<file path="config.mk">
export PLATFORM = sky130hd
export DESIGN_NAME = pwr_mode_ctrl
export DESIGN_NICKNAME = d
export VERILOG_FILES = /design/src/rtl/pmc_pkg.sv /design/src/rtl/pmc_wake_merge.sv /design/src/rtl/pmc_mode_fsm.sv /design/src/rtl/pmc_out_drive.sv /design/src/rtl/pwr_mode_ctrl.sv
export SDC_FILE = /design/constraint.sdc
export NUM_CORES = 1
export LEC_CHECK = 0
export ABC_AREA = 1
export BUFFER_PORTS_ARGS = -buffer_cell sky130_fd_sc_hd__buf_2
export CAP_MARGIN = 20
export CELL_PAD_IN_SITES_DETAIL_PLACEMENT = 0
export CELL_PAD_IN_SITES_GLOBAL_PLACEMENT = 1
export CORE_UTILIZATION = 25
export DETAILED_ROUTE_END_ITERATION = 10
export PLACE_DENSITY = 0.82
export SYNTH_ARGS = -nofsm -noshare
export SYNTH_HDL_FRONTEND = slang
export SYNTH_SLANG_ARGS = --single-unit
</file>
<file path="constraint.sdc">
create_clock -name clk_i -period 1.5 [get_ports clk_i]
set_input_delay 0.075 -clock clk_i [delete_from_list [all_inputs] [get_ports clk_i]]
set_output_delay 0.075 -clock clk_i [all_outputs]
set_load 0.1 [all_outputs]
</file>
<file path="src/rtl/pmc_pkg.sv">
package pmc_pkg;

    typedef enum logic [2:0] {
        MODE_RESET = 3'd0,
        MODE_RUN   = 3'd1,
        MODE_HALT  = 3'd2,
        MODE_SLEEP = 3'd3,
        MODE_DEBUG = 3'd4
    } mode_e;

    typedef struct packed {
        mode_e mode;
        logic  clk_en;
        logic  osc_off;
    } pmc_state_t;

    localparam pmc_state_t PMC_RESET_STATE = '{mode: MODE_RESET, clk_en: 1'b0, osc_off: 1'b0};

    // Clock enable is a pure function of the mode being entered.
    function automatic logic clk_en_for(input mode_e m);
        return (m == MODE_RUN) || (m == MODE_DEBUG);
    endfunction

    // Oscillator-stop request is a pure function of the mode being entered.
    function automatic logic osc_off_for(input mode_e m);
        return (m == MODE_SLEEP);
    endfunction

endpackage

</file>
<file path="src/rtl/pmc_wake_merge.sv">
module pmc_wake_merge #(
    parameter int IRQ_W = 8
) (
    input  logic [IRQ_W-1:0] periph_irq_i,
    input  logic             nmi_i,
    input  logic             reset_req_i,
    output logic             wake_o
);
    localparam int NSRC = IRQ_W + 2;

    logic [NSRC-1:0] src;

    // Gather every wake source into one flat vector.
    generate
        for (genvar g = 0; g < IRQ_W; g++) begin : g_irq
            assign src[g] = periph_irq_i[g];
        end
    endgenerate
    assign src[IRQ_W]   = nmi_i;
    assign src[IRQ_W+1] = reset_req_i;

    // Any one source raises the wake signal; acceptance by the core plays no part.
    assign wake_o = |src;

endmodule

</file>
<file path="src/rtl/pmc_mode_fsm.sv">
module pmc_mode_fsm
    import pmc_pkg::*;
(
    input  logic       clk_i,
    input  logic       rst_ni,
    input  logic       boot_done_i,
    input  logic       halt_stb_i,
    input  logic       sleep_stb_i,
    input  logic       dbg_ret_stb_i,
    input  logic       dbg_irq_i,
    input  logic       wake_i,
    output pmc_state_t state_o
);
    pmc_state_t st_d, st_q;
    mode_e      nxt;

    always_comb begin
        nxt = st_q.mode;
        unique case (st_q.mode)
            MODE_RESET: begin
                if (boot_done_i) nxt = MODE_RUN;
            end
            MODE_RUN: begin
                // Debug interrupt first, then sleep, then halt.
                if (dbg_irq_i)        nxt = MODE_DEBUG;
                else if (sleep_stb_i) nxt = MODE_SLEEP;
                else if (halt_stb_i)  nxt = MODE_HALT;
            end
            MODE_HALT, MODE_SLEEP: begin
                if (dbg_irq_i)   nxt = MODE_DEBUG;
                else if (wake_i) nxt = MODE_RUN;
            end
            MODE_DEBUG: begin
                if (dbg_ret_stb_i) nxt = MODE_RUN;
            end
            default: nxt = MODE_RESET;
        endcase
        st_d.mode    = nxt;
        st_d.clk_en  = clk_en_for(nxt);
        st_d.osc_off = osc_off_for(nxt);
    end

    always_ff @(posedge clk_i or negedge rst_ni) begin
        if (!rst_ni) st_q <= PMC_RESET_STATE;
        else         st_q <= st_d;
    end

    assign state_o = st_q;

endmodule

</file>
<file path="src/rtl/pmc_out_drive.sv">
module pmc_out_drive
    import pmc_pkg::*;
(
    input  pmc_state_t state_i,
    output logic [2:0] mode_o,
    output logic       core_clk_en_o,
    output logic       osc_off_req_o
);
    assign mode_o        = state_i.mode;
    assign core_clk_en_o = state_i.clk_en;
    assign osc_off_req_o = state_i.osc_off;
endmodule

</file>
<file path="src/rtl/pwr_mode_ctrl.sv">
module pwr_mode_ctrl
    import pmc_pkg::*;
#(
    parameter int IRQ_W = 8
) (
    input  logic             clk_i,
    input  logic             rst_ni,
    input  logic             boot_done_i,
    input  logic             halt_stb_i,
    input  logic             sleep_stb_i,
    input  logic             dbg_ret_stb_i,
    input  logic [IRQ_W-1:0] periph_irq_i,
    input  logic             nmi_i,
    input  logic             dbg_irq_i,
    input  logic             reset_req_i,
    output logic [2:0]       mode_o,
    output logic             core_clk_en_o,
    output logic             osc_off_req_o
);
    logic       wake;
    pmc_state_t state;

    pmc_wake_merge #(.IRQ_W(IRQ_W)) wake_i (
        .periph_irq_i (periph_irq_i),
        .nmi_i        (nmi_i),
        .reset_req_i  (reset_req_i),
        .wake_o       (wake)
    );

    pmc_mode_fsm fsm_i (
        .clk_i         (clk_i),
        .rst_ni        (rst_ni),
        .boot_done_i   (boot_done_i),
        .halt_stb_i    (halt_stb_i),
        .sleep_stb_i   (sleep_stb_i),
        .dbg_ret_stb_i (dbg_ret_stb_i),
        .dbg_irq_i     (dbg_irq_i),
        .wake_i        (wake),
        .state_o       (state)
    );

    pmc_out_drive out_i (
        .state_i       (state),
        .mode_o        (mode_o),
        .core_clk_en_o (core_clk_en_o),
        .osc_off_req_o (osc_off_req_o)
    );

endmodule

</file>
======== Word-level counts from Yosys, hierarchy flattened ========
Index checks and enable logic that the tools add are counted.
storage, ports and cells
  register bits after elaboration ......... 5
  input bits .............................. 17
  word-level logic and storage cells ...... 22
operators by class
  eq/ne operators ......................... 7
  muxes and demuxes ....................... 8
  reductions and logical operators ........ 4
operators with widths
  cell                number
  $mux 3              7
  $pmux 3 s4          1
  $reduce_or 10->1    1
  $eq 3x2->1 const B  3
  $eq 3x1->1 const B  2
  $eq 3x3->1 const B  2
  $logic_not 3->1     1
  $reduce_or 2->1     1
  $logic_or 1x1->1    1

======== Longest topological paths before layout ========
Gate-level depths: netlist of the first run.
  word-level depth ........................ 6
  mapped depth ............................ 8

======== By module ========
From an unflattened synthesis of the first run, not the netlist that was laid out.
second synthesis, totals
  cells, all modules ...................... 50
  area, all modules ....................... 349.1 um^2
modules (own cells, without submodules)
  module          times used  cells an instance  area an instance (um^2)  seq. area each (um^2)
  pmc_mode_fsm    1           36                 272.8                    125.1
  pmc_wake_merge  1           9                  38.8                     0.0
  pmc_out_drive   1           5                  37.5                     0.0

======== Worst setup path before layout of the first run ========
Ideal clock, no wire load.
  kind .................................... register to register
  from .................................... reg fsm_i.st_q (netlist bit fsm_i.state_o[3])
  to ...................................... reg fsm_i.st_q (netlist bit fsm_i.state_o[1])
  arrival ................................. 1.666 ns
  setup slack ............................. -0.283 ns
  stages on the path, launching flop included .. 8
  buffers on the path ..................... 0
  cell sequence ........................... dfrtp_1 > inv_1 > nor2_1 > nand3_2 > a21oi_4 > inv_2 > nand2_1 > nand2_1
RTL lines
  what                    line                text
  start, declared         pmc_mode_fsm.sv:14  pmc_state_t st_d, st_q;
  start signal, assigned  pmc_mode_fsm.sv:45  else st_q <= st_d;

==> results by group, run 1 <==
Run status
  • Status: completed

Floorplanning
  • Die Ht: 38.4 um
  • Initial Util: 0.283
  • Core box area: 0.00117 sq mm
  • Die area: around 0.0015 sq mm
  • FP Rows: 12
  • Top Ports: 22
  • Die X: 38.4 um

Drt
  • Via count: 346
  • Wire length per cell: 8.50 um
  • Antenna Violating Nets Remaining: 0
  • DRC violations left: 0
  • Initial DRC count: 3
  • Vias per cell: 4.33
  • Final wirelength: 680 um
  • Iteration count of the initial detailed-routing pass: 2

Worst setup path
  • R2R setup slack: ~0.28 ns
  • Crit path capture type: flop
  • CP arrival: 1.34 ns
  • Reg2Reg Depth: 7
  • Reg2Reg Capture Point: fsm_i.state_o[1]
  • CP max FO: 4
  • Req. time, crit path: around 1.6 ns
  • Critical Path Source Type: flop
  • CP Class: flop to flop
  • R2R Path Start: fsm_i.state_o[4]

STA
  • Final Hold Fails: 0
  • Worst setup margin: 0.284 ns
  • Rel. slew slack: 0.679
  • Final setup viols: 0
  • Worst Tran Pin Value: around 0.49 ns
  • Clock skew: ~0.0026 ns
  • Pins over their slew limit: 0
  • Minimum clock period: between 1 and 1.5 ns
  • RSZ-0062 raised after global routing: no
  • Crit share post-route: 0.810
  • Final setup TNS: 0 ns
  • Highest clock rate: 0.823 GHz

Yosys
  • Sequential share of the synthesized area: 0.377
  • Syn_area_per_cell: 8.29 sq um
  • Distinct cell type count after synthesis: 18
  • Post-Syn Nets: 57
  • Synthesis-stage register bit count: 5
  • YS warnings: 0
  • Cell area after synthesis: 332 sq um
  • Mapped Cells: 40

Placement
  • GPL Wtd Cong: about 0.75
  • I/O Buffers: 21
  • Place WS: 0.285 ns

Global route
  • First-pass GRT wire length: 1170 um
  • Total track usage: 0.118
  • Grt ovf: 0
  • Initial antenna violation count: 0
  • Largest net degree at the start of global routing: 7
  • Number of global-route vias before repair: 318

Cells and area
  • Share of cells above drive strength 1: 0.545
  • FILL cells: 122
  • Synthesis-to-finish area growth: 49.1%
  • Diodes inserted: 0
  • Largest register FFs: 5
  • Layout Nets: 84

Worst hold path
  • Hold wc startpoint: dbg_irq_i
  • Endpoint, Worst Hold: fsm_i.state_o[3]
  • Hold crit path type: primary input to flop
  • Hold depth: 2

Clocking
  • Clk_lat worst skew: between 0.2 and 0.25 ns
  • CTS sink cnt: 5
  • TritonCTS clock tree: yes
  • Post-CTS Setup Inserts: 0
  • Post-CTS Resized: 0
  • Total number of H-tree levels: 1
  • Max Root-Sink Buffers: 2
  • CTS Buf Count: 3
  • Clock Pin Slew Worst Setup and Hold Paths: 0.04 ns
  • Clk Tree Root Cell: clkbuf_4
  • Hold_buf cts: 1

Job
  • Max cap viols: 0

Pwr
  • Static Leak: 0.264 nW
  • Power Dens Cells: between 2000 and 2500 mW/mm^2
  • Worst IR drop on VDD: about 1.4 mV
[Yosys cell counts, drive strengths merged]
cell	number	area, sq um
or2	1	6.26
o21bai	1	18.8
o211a	1	10.0
dfrtp	5	125
nor3	1	5.00
nand2	4	15.0
and2	1	7.51
a21oi	2	21.3
inv	8	30.0
o21a	1	7.51
nor2	8	32.5
nand4	1	6.26
o22ai	1	6.26
nand3	5	40.0
[worst max path at each step]
stage                       endpoint  slack, ns  cells after the start        startpoint
finish              fsm_i.state_o[1]       0.28                      7  fsm_i.state_o[4]
global route        fsm_i.state_o[1]       0.22                      7  fsm_i.state_o[4]
detailed placement  fsm_i.state_o[1]       0.28                      7  fsm_i.state_o[4]
global placement    fsm_i.state_o[1]       0.32                      7  fsm_i.state_o[4]
CTS                 fsm_i.state_o[1]       0.28                      7  fsm_i.state_o[4]
floorplan           fsm_i.state_o[1]       0.03                      7  fsm_i.state_o[3]
[report_power, final]
group          leakage [nW]  switching (mW)  internal (mW)
clock network        0.0150          0.0538          0.100
registers            0.0597          0.0414          0.192
logic                 0.189           0.528          0.160
total                 0.264           0.624          0.453
[area by class of cell]
class,instances,area [sq um],area share
clock buffers,4,26.3,0.0532
inverters,8,30.0,0.0608
multi-input cells,27,176,0.357
flip-flops and latches,5,129,0.261
well taps,14,17.5,0.0354
repair buffers,22,115,0.233
[layer usage]
metal | global-route usage | part of all wire | vias to the layer above
li1 | - | - | 179
met1 | 0.141 | 0.45 | 151
met2 | 0.195 | 0.46 | 16
met3 | 0.0698 | 0.085 | 0
met4 | 0 | 0 | 0
met5 | 0 | 0 | -
[cells in the final DEF (no fill, tap or decap), drive strengths merged]
cell,synthesis,routed
a21oi,2,2
and2,1,1
buf,0,21
clkbuf,0,4
dfrtp,5,5
dlygate4sd3,0,1
inv,8,8
nand2,4,4
nand3,5,5
nand4,1,1
nor2,8,8
nor3,1,1
o211a,1,1
o21a,1,1
o21bai,1,1
o22ai,1,1
or2,1,1
[worst max-delay path, cell delays in order, from the launching register on]
cell and delay (ns):
dfrtp_2 0.42, inv_2 0.09, nand3_2 0.09, o21bai_4 0.18, a21oi_4 0.17, inv_2 0.04, nand2_1 0.06, nand2_1 0.05
[metrics by stage]
stage	util	total power [mW]	instance area (sq um)	std cells	hold WS, ns
final	0.422	1.08	494	80	0.0435
after global routing	0.422	1.15	494	80	0.0317
after CTS	0.422	1.09	494	80	0.0370
after detailed placement	0.391	0.927	458	75	-0.109
after global placement	0.391	0.920	458	75	-0.111
after floorplan	-	0.807	335	40	-0.221
[kinds of logic (layout without fill, tap and decap cells)]
family / Yosys count / in the layout / share of synthesized area
AO/OA/AOI/OAI: 6 / 6 / 0.192
flip-flops: 5 / 5 / 0.377
AND/OR/NAND/NOR: 21 / 21 / 0.340
buffers and inverters: 8 / 34 / 0.0906
(Power assumes the default switching activity.)
==> run 2: changes to the inputs <==
Clock period 1.5 ns to 1.3 ns, I/O delays scaled along.
==> run 2 against run 1 <==
Against the previous run:
- register-to-register slack lost 0.19 ns
- clock skew grew 0.0025 ns
- clock-buffer cell count is the same
- critical endpoint unchanged
- non-clock buffer count is the same
- utilization grew 1.1 points
- highest routed layer unchanged
- first-iteration DRC count grew 100%
- sequential share of layout area grew 0.84 points
- hold slack lost 0.0043 ns
- critical path depth is the same
- design area grew 2.5%
==> results by group, run 2 (synthesis results as in run 1) <==
STA
  • Pins over their slew limit: 0 (unchanged)
  • Crit share post-route: 0.930 (+0.120)
  • Highest clock rate: 0.827 GHz (+0.56%)
  • Worst Tran Pin Value: 0.485 ns (+0.000242 ns)
  • Clock skew: 0.00512 ns (+0.00251 ns)
  • Final setup viols: 0 (unchanged)
  • Rel. slew slack: 0.679 (about the same)
  • Final setup TNS: 0 ns (unchanged)
  • Hold_ws: 0.0391 ns (-0.00432 ns)
  • Final Hold Fails: 0 (unchanged)
  • RSZ-0062 raised after global routing: no
  • Minimum clock period: 1.21 ns (-0.00673 ns)

Clocking
  • Post-CTS Setup Inserts: 0 (unchanged)
  • Total number of H-tree levels: 1 (unchanged)
  • Clk_lat worst skew: 0.24 ns (about the same)
  • Max Root-Sink Buffers: 2 (unchanged)
  • Clk Tree Root Cell: clkbuf_4
  • CTS Buf Count: 3 (unchanged)
  • TritonCTS clock tree: yes
  • CTS sink cnt: 5 (unchanged)
  • Clock Pin Slew Worst Setup and Hold Paths: 0.04 ns (about the same)

Placement
  • GPL Wtd Cong: 0.732 (-2.8%)
  • Dpl cell area: 468 sq um (+2.2%)
  • Hpwl dp: 596 um
  • I/O Buffers: 21 (unchanged)

Global route
  • Grt ovf: 0 (unchanged)
  • Initial antenna violation count: 0 (unchanged)
  • Largest net degree at the start of global routing: 7 (unchanged)
  • Number of global-route vias before repair: 273 (-14%)
  • First-pass GRT wire length: 972 um (-17%)
  • Total track usage: 0.0999 (-0.0183)

Pwr
  • Reg power frac: 0.236 (+0.019)
  • Net Sw Frac: 0.570 (-0.00931)
  • Worst IR drop on VDD: 1.32 mV (-5.6%)
  • Static Leak: 0.264 nW (about the same)
  • Power Dens Cells: 2490 mW/mm^2 (+14%)
  • Pwr Total: 1.26 mW (+17%)
  • Net Sw Power: 720 uW (+15%)
  • Pint: 543 uW (+20%)
  • Combinational power share: 0.627 (-0.012)
  • Clock Power Share: 0.136 (-0.007)

Cells and area
  • Diodes inserted: 0 (unchanged)
  • FILL cells: 128 (+4.9%)
  • Largest register FFs: 5 (unchanged)
  • Area of the multi-input gates: 179 sq um (+1.4%)
  • Design Area, Final: 507 sq um (+2.5%)
  • Most common cell after layout, fill and taps aside: buf_2
  • Commonest cells after routing, fill and taps aside: 21 x buf_2, 6 x nor2_1, 5 x inv_1
  • Synthesis-to-finish area growth: 52.8%
  • Post-Route Utilization: 0.433 (+0.0107)
  • Layout Nets: 84 (unchanged)
  • Share of cells above drive strength 1: 0.576 (+0.0303)
  • Reg area: 136 sq um (+5.8%)

Worst setup path
  • Reg2Reg Depth: 7 (unchanged)
  • Req. time, crit path: 1.42 ns (-0.21 ns)
  • CP Class: flop to flop
  • Crit path from: fsm_i.state_o[3]
  • Reg2Reg Capture Point: fsm_i.state_o[1]
  • R2R setup slack: 0.09 ns (-0.19 ns)
  • Crit path capture type: flop
  • Critical Path Source Type: flop
  • CP max FO: 3 (-1)
  • R2R Path Start: fsm_i.state_o[3]
  • Crit path to: fsm_i.state_o[1]
  • CP arrival: 1.33 ns (about the same)

Floorplanning
  • Die X: 38.4 um (unchanged)
  • Initial Util: 0.283 (unchanged)
  • FP Rows: 12 (unchanged)
  • Die area: 0.00148 sq mm (unchanged)
  • Core box area: 0.00117 sq mm (unchanged)
  • Die Ht: 38.4 um (unchanged)
  • Top Ports: 22 (unchanged)

Drt
  • Initial DRC count: 6 (+3)
  • Wire length per cell: 8.36 um (-1.6%)
  • Antenna Violating Nets Remaining: 0 (unchanged)
  • Via count: 336 (-2.9%)
  • Iteration count of the initial detailed-routing pass: 2 (unchanged)
  • Vias per cell: 4.20 (-2.9%)
  • DRC violations left: 0 (unchanged)
  • Final wirelength: 669 um (-1.6%)

Run status
  • Status: completed

Job
  • Max cap viols: 0 (unchanged)

Worst hold path
  • Hold crit path type: primary input to flop
-- run 2: cell types whose count changed in the layout (fill, tap and decap cells not counted) --
cell | previous run | this run
dfrtp_2 | 3 | 0
dfrtp_4 | 0 | 3
inv_1 | 6 | 5
nor2_2 | 1 | 2
inv_4 | 0 | 1
nor2_1 | 7 | 6
-- run 2: power groups by stage --
stage	Clock, mW	Combinational, mW	Sequential (mW)
finish	0.172	0.792	0.299
floorplan	0	0.243	0.716
global placement	0	0.791	0.296
global route	0.189	0.837	0.308
detailed placement	0	0.795	0.298
CTS	0.179	0.798	0.296
-- run 2: area by class of cell --
cell class | count | area share
inverter | 8 | 0.0642
tap | 14 | 0.0346
timing repair buffer | 22 | 0.227
multi-input combinational | 27 | 0.353
clock buffer | 4 | 0.0519
sequential | 5 | 0.269
-- run 2: critical path, cell delays in order (launching register included) --
cell	delay, ns
dfrtp_4	0.47
inv_2	0.09
nand3_2	0.08
o21bai_4	0.18
a21oi_4	0.15
inv_2	0.04
nand2_1	0.05
nand2_1	0.04
-- run 2: how the worst min path moves through the flow --
stage               startpoint                to  slack, ns  cells past startpoint
global route         dbg_irq_i  fsm_i.state_o[3]       0.04                      2
global placement        rst_ni  fsm_i.state_o[0]      -0.12                      1
finish               dbg_irq_i  fsm_i.state_o[3]       0.04                      2
CTS                  dbg_irq_i  fsm_i.state_o[3]       0.03                      2
detailed placement      rst_ni  fsm_i.state_o[0]      -0.12                      1
floorplan               rst_ni  fsm_i.state_o[0]      -0.23                      0
-- run 2: layer usage --
| layer | GRT usage | up-vias | wire length, um |
|---|---|---|---|
| met5 | 0 | - | 0 |
| li1 | - | 182 | - |
| met3 | 0.0698 | 0 | 62 |
| met2 | 0.153 | 16 | 294 |
| met4 | 0 | 0 | 0 |
| met1 | 0.123 | 138 | 312 |
-- run 2: repair_timing --
| item | 4_1_cts | 5_1_grt |
|---|---|---|
| resized for setup | 0 | 1 |
| endpoints found under the hold margin | 5 | 0 |
| setup endpoints to repair | 0 | 1 |
| hold buffers | 1 | 0 |
-- run 2: per-stage QoR --
| step | std cells | setup slack [ns] |
|---|---|---|
| 6_report | 80 | 0.0910 |
| 3_3_place_gp | 75 | 0.0882 |
| 2_1_floorplan | 40 | -0.0386 |
| 5_1_grt | 80 | 0.0167 |
| 3_5_place_dp | 75 | 0.0772 |
| 4_1_cts | 80 | 0.0700 |
==> run 3: changes to the inputs <==
Settings changed: ABC_AREA 1 to 0, CORE_AREA set to 2 2 39 41, CORE_UTILIZATION 25 to unset, DIE_AREA set to 0 0 41 43, PLACE_DENSITY 0.82 to 0.76.
==> run 3 against run 2 <==
Against the previous run:
- clock-buffer cell count unchanged
- sequential power increased by 6.7%
- hold slack improved by 0.051 ns
==> results by group, run 3 <==
Worst setup path
  • CP arrival: 1.38 ns (+0.05 ns)
  • Critical Path Source Type: flop
  • CP max FO: 7 (+4)
  • Reg2Reg Depth: 3 (-4)
  • CP Class: flop to flop
  • Req. time, crit path: 1.41 ns (about the same)
  • Crit path capture type: flop

Worst hold path
  • Hold crit path type: primary input to flop
  • Hold depth: 3 (+1)

Clocking
  • Max Root-Sink Buffers: 2 (unchanged)
  • TritonCTS clock tree: yes
  • CTS sink cnt: 5 (unchanged)
  • Post-CTS Setup Inserts: 0 (unchanged)
  • Total number of H-tree levels: 1 (unchanged)
  • Clk_lat worst skew: 0.24 ns (about the same)
  • Clock Pin Slew Worst Setup and Hold Paths: 0.05 ns (about the same)
  • CTS Buf Count: 3 (unchanged)
  • Clk Tree Root Cell: clkbuf_4

STA
  • Final Hold Fails: 0 (unchanged)
  • Rel. slew slack: 0.679 (about the same)
  • Final setup viols: 0 (unchanged)
  • Worst Tran Pin Value: 0.485 ns (+0.000112 ns)
  • Minimum clock period: 1.28 ns (+0.0673 ns)
  • Pins over their slew limit: 0 (unchanged)
  • RSZ-0062 raised after global routing: yes
  • Clock skew: 0.00570 ns (+0.000583 ns)
  • Highest clock rate: 0.783 GHz (-5.3%)
  • Crit share post-route: 0.982 (+0.0518)

Placement
  • Placed cell count: 67 (-11%)
  • GPL Wtd Cong: 0.647 (-12%)
  • Dpl cell area: 447 sq um (-4.5%)
  • Hpwl dp: 585 um (-1.9%)
  • I/O Buffers: 21 (unchanged)

Pwr
  • Power Dens Cells: 2540 mW/mm^2 (+1.7%)
  • Worst IR drop on VDD: 0.974 mV (-26%)
  • Pwr Total: 1.23 mW (-2.3%)
  • Static Leak: 0.227 nW (-14%)

Floorplanning
  • Top Ports: 22 (unchanged)
  • Die X: 41 um (+6.7%)
  • Initial Util: 0.215 (-0.0679)
  • Die area: 0.00176 sq mm (+19%)
  • Core box area: 0.00138 sq mm (+18%)
  • FP Rows: 14 (+2)
  • Die Ht: 43 um (+12%)

Drt
  • DRC violations left: 0 (unchanged)
  • Antenna Violating Nets Remaining: 0 (unchanged)
  • Via count: 337 (+0.30%)
  • Final wirelength: 699 um (+4.5%)
  • Iteration count of the initial detailed-routing pass: 4 (+2)
  • Initial DRC count: 8 (+2)
  • Vias per cell: 4.68 (+11%)
  • Wire length per cell: 9.71 um (+16%)

Cells and area
  • Reg area: 136 sq um (unchanged)
  • Layout Nets: 74 (-12%)
  • Post-Route Utilization: 0.352 (-0.0810)
  • Diodes inserted: 0 (unchanged)
  • Area of the multi-input gates: 185 sq um (+3.5%)
  • Commonest cells after routing, fill and taps aside: 21 x buf_2, 3 x nor2_1, 3 x nand2_1, 3 x clkbuf_4, 3 x dfrtp_4
  • Largest register FFs: 5 (unchanged)
  • Design Area, Final: 487 sq um (-4.0%)
  • FILL cells: 142 (+11%)
  • Final std cells w/o fill: 72 (-10%)
  • Most common cell after layout, fill and taps aside: buf_2
  • Share of cells above drive strength 1: 0.589 (+0.0135)
  • Synthesis-to-finish area growth: 63.4%

Global route
  • First-pass GRT wire length: 1060 um (+8.5%)
  • Largest net degree at the start of global routing: 8 (+1)
  • Grt ovf: 0 (unchanged)
  • Total track usage: 0.0885 (-0.0113)
  • Initial antenna violation count: 0 (unchanged)
  • Number of global-route vias before repair: 296 (+8.4%)

Yosys
  • Sequential share of the synthesized area: 0.420 (+0.0428)
  • Ys async rst share: 1.00 (unchanged)
  • Post-Syn Nets: 47 (-18%)
  • Top FF cell, synth: dfrtp_1
  • Distinct cell type count after synthesis: 19 (+1)
  • Cell area after synthesis: 298 sq um (-10%)
  • Mapped Cells: 30 (-25%)
  • Synth cell count leaders: 5 x dfrtp_1, 3 x nand2_1, 3 x nor2_1, 3 x o21ai_0, 2 x nor4_2
  • Cell taking the most area after synthesis: dfrtp_1
  • Top cells by area, synth: dfrtp_1 42%, nor4_2 8.4%, o21ai_0 5.0%
  • Syn_area_per_cell: 9.93 sq um (+20%)
  • Top-count cell post-synth: dfrtp_1
  • Post-synth EDFFs: 0 (unchanged)
  • Post-synth top area share: 0.420 (+0.0428)
  • Synthesis-stage register bit count: 5 (unchanged)
  • YS warnings: 0 (unchanged)

Run status
  • Status: completed

Job
  • Max cap viols: 0 (unchanged)
## run 3: changes by cell type in the layout (fill, tap and decap cells not counted), moves of 2 or more
cell,previous run,this run
inv_1,5,1
nand3_2,3,0
nor2_1,6,3
inv_2,2,0
nor2_2,2,0
nor4_2,0,2
o21ai_0,0,2
## run 3: worst max-delay path: stages (launching register included)
cell and delay (ns):
dfrtp_4 0.51, mux2_4 0.31, a22oi_1 0.23, nand2_1 0.09
## run 3: worst paths after layout
kind                                   from               end  slack, ns
max                        fsm_i.state_o[4]  fsm_i.state_o[2]       0.02
min                              halt_stb_i  fsm_i.state_o[3]       0.09
max reg2reg                fsm_i.state_o[4]  fsm_i.state_o[2]       0.02
min reg2reg                fsm_i.state_o[4]  fsm_i.state_o[4]       0.65
max in group asynchronous            rst_ni  fsm_i.state_o[2]       0.98
min in group asynchronous            rst_ni  fsm_i.state_o[3]       0.17
## run 3: cells by family after synthesis
family | Yosys count | share of synthesized area
and+or+nand+nor | 13 | 0.302
muxes | 1 | 0.0378
AOI/OAI and AO/OA | 10 | 0.227
DFF | 5 | 0.420
buffers and inverters | 1 | 0.0126
## run 3: metal layers
layer  routed length [um]  global-route usage
met5                    0                   0
met4                    0              0.0800
met3                   98              0.0157
met2                  336               0.138
met1                  264              0.0939
## run 3: power by group
group | total (mW) | switching [mW] | internal [mW] | leakage, nW
sequential | 0.319 | 0.0783 | 0.241 | 0.0599
clock | 0.177 | 0.0611 | 0.116 | 0.0150
combinational | 0.738 | 0.568 | 0.170 | 0.153
total | 1.23 | 0.707 | 0.527 | 0.227
## run 3: timing repair
| action | CTS | global route |
|---|---|---|
| setup endpoints to repair | 0 | 1 |
| endpoints found under the hold margin | 5 | 0 |
| hold buffers | 1 | 0 |
| resized for setup | 0 | 1 |
## run 3: cell type report
| cell class | count | area share |
|---|---|---|
| clock buffer | 4 | 0.0540 |
| inverter | 1 | 0.00771 |
| multi-input combinational | 24 | 0.380 |
| timing repair buffer | 22 | 0.237 |
| sequential | 5 | 0.280 |
| tap | 16 | 0.0411 |
## run 3: through the flow
stage / TNS [ns] / hold slack (ns) / worst slack (ns)
2_1_floorplan: -0.0382 / -0.231 / -0.0291
3_3_place_gp: 0 / -0.115 / 0.0689
3_5_place_dp: 0 / -0.115 / 0.0578
4_1_cts: 0 / 0.0867 / 0.0403
5_1_grt: -0.122 / 0.113 / -0.0714
6_report: 0 / 0.0897 / 0.0237
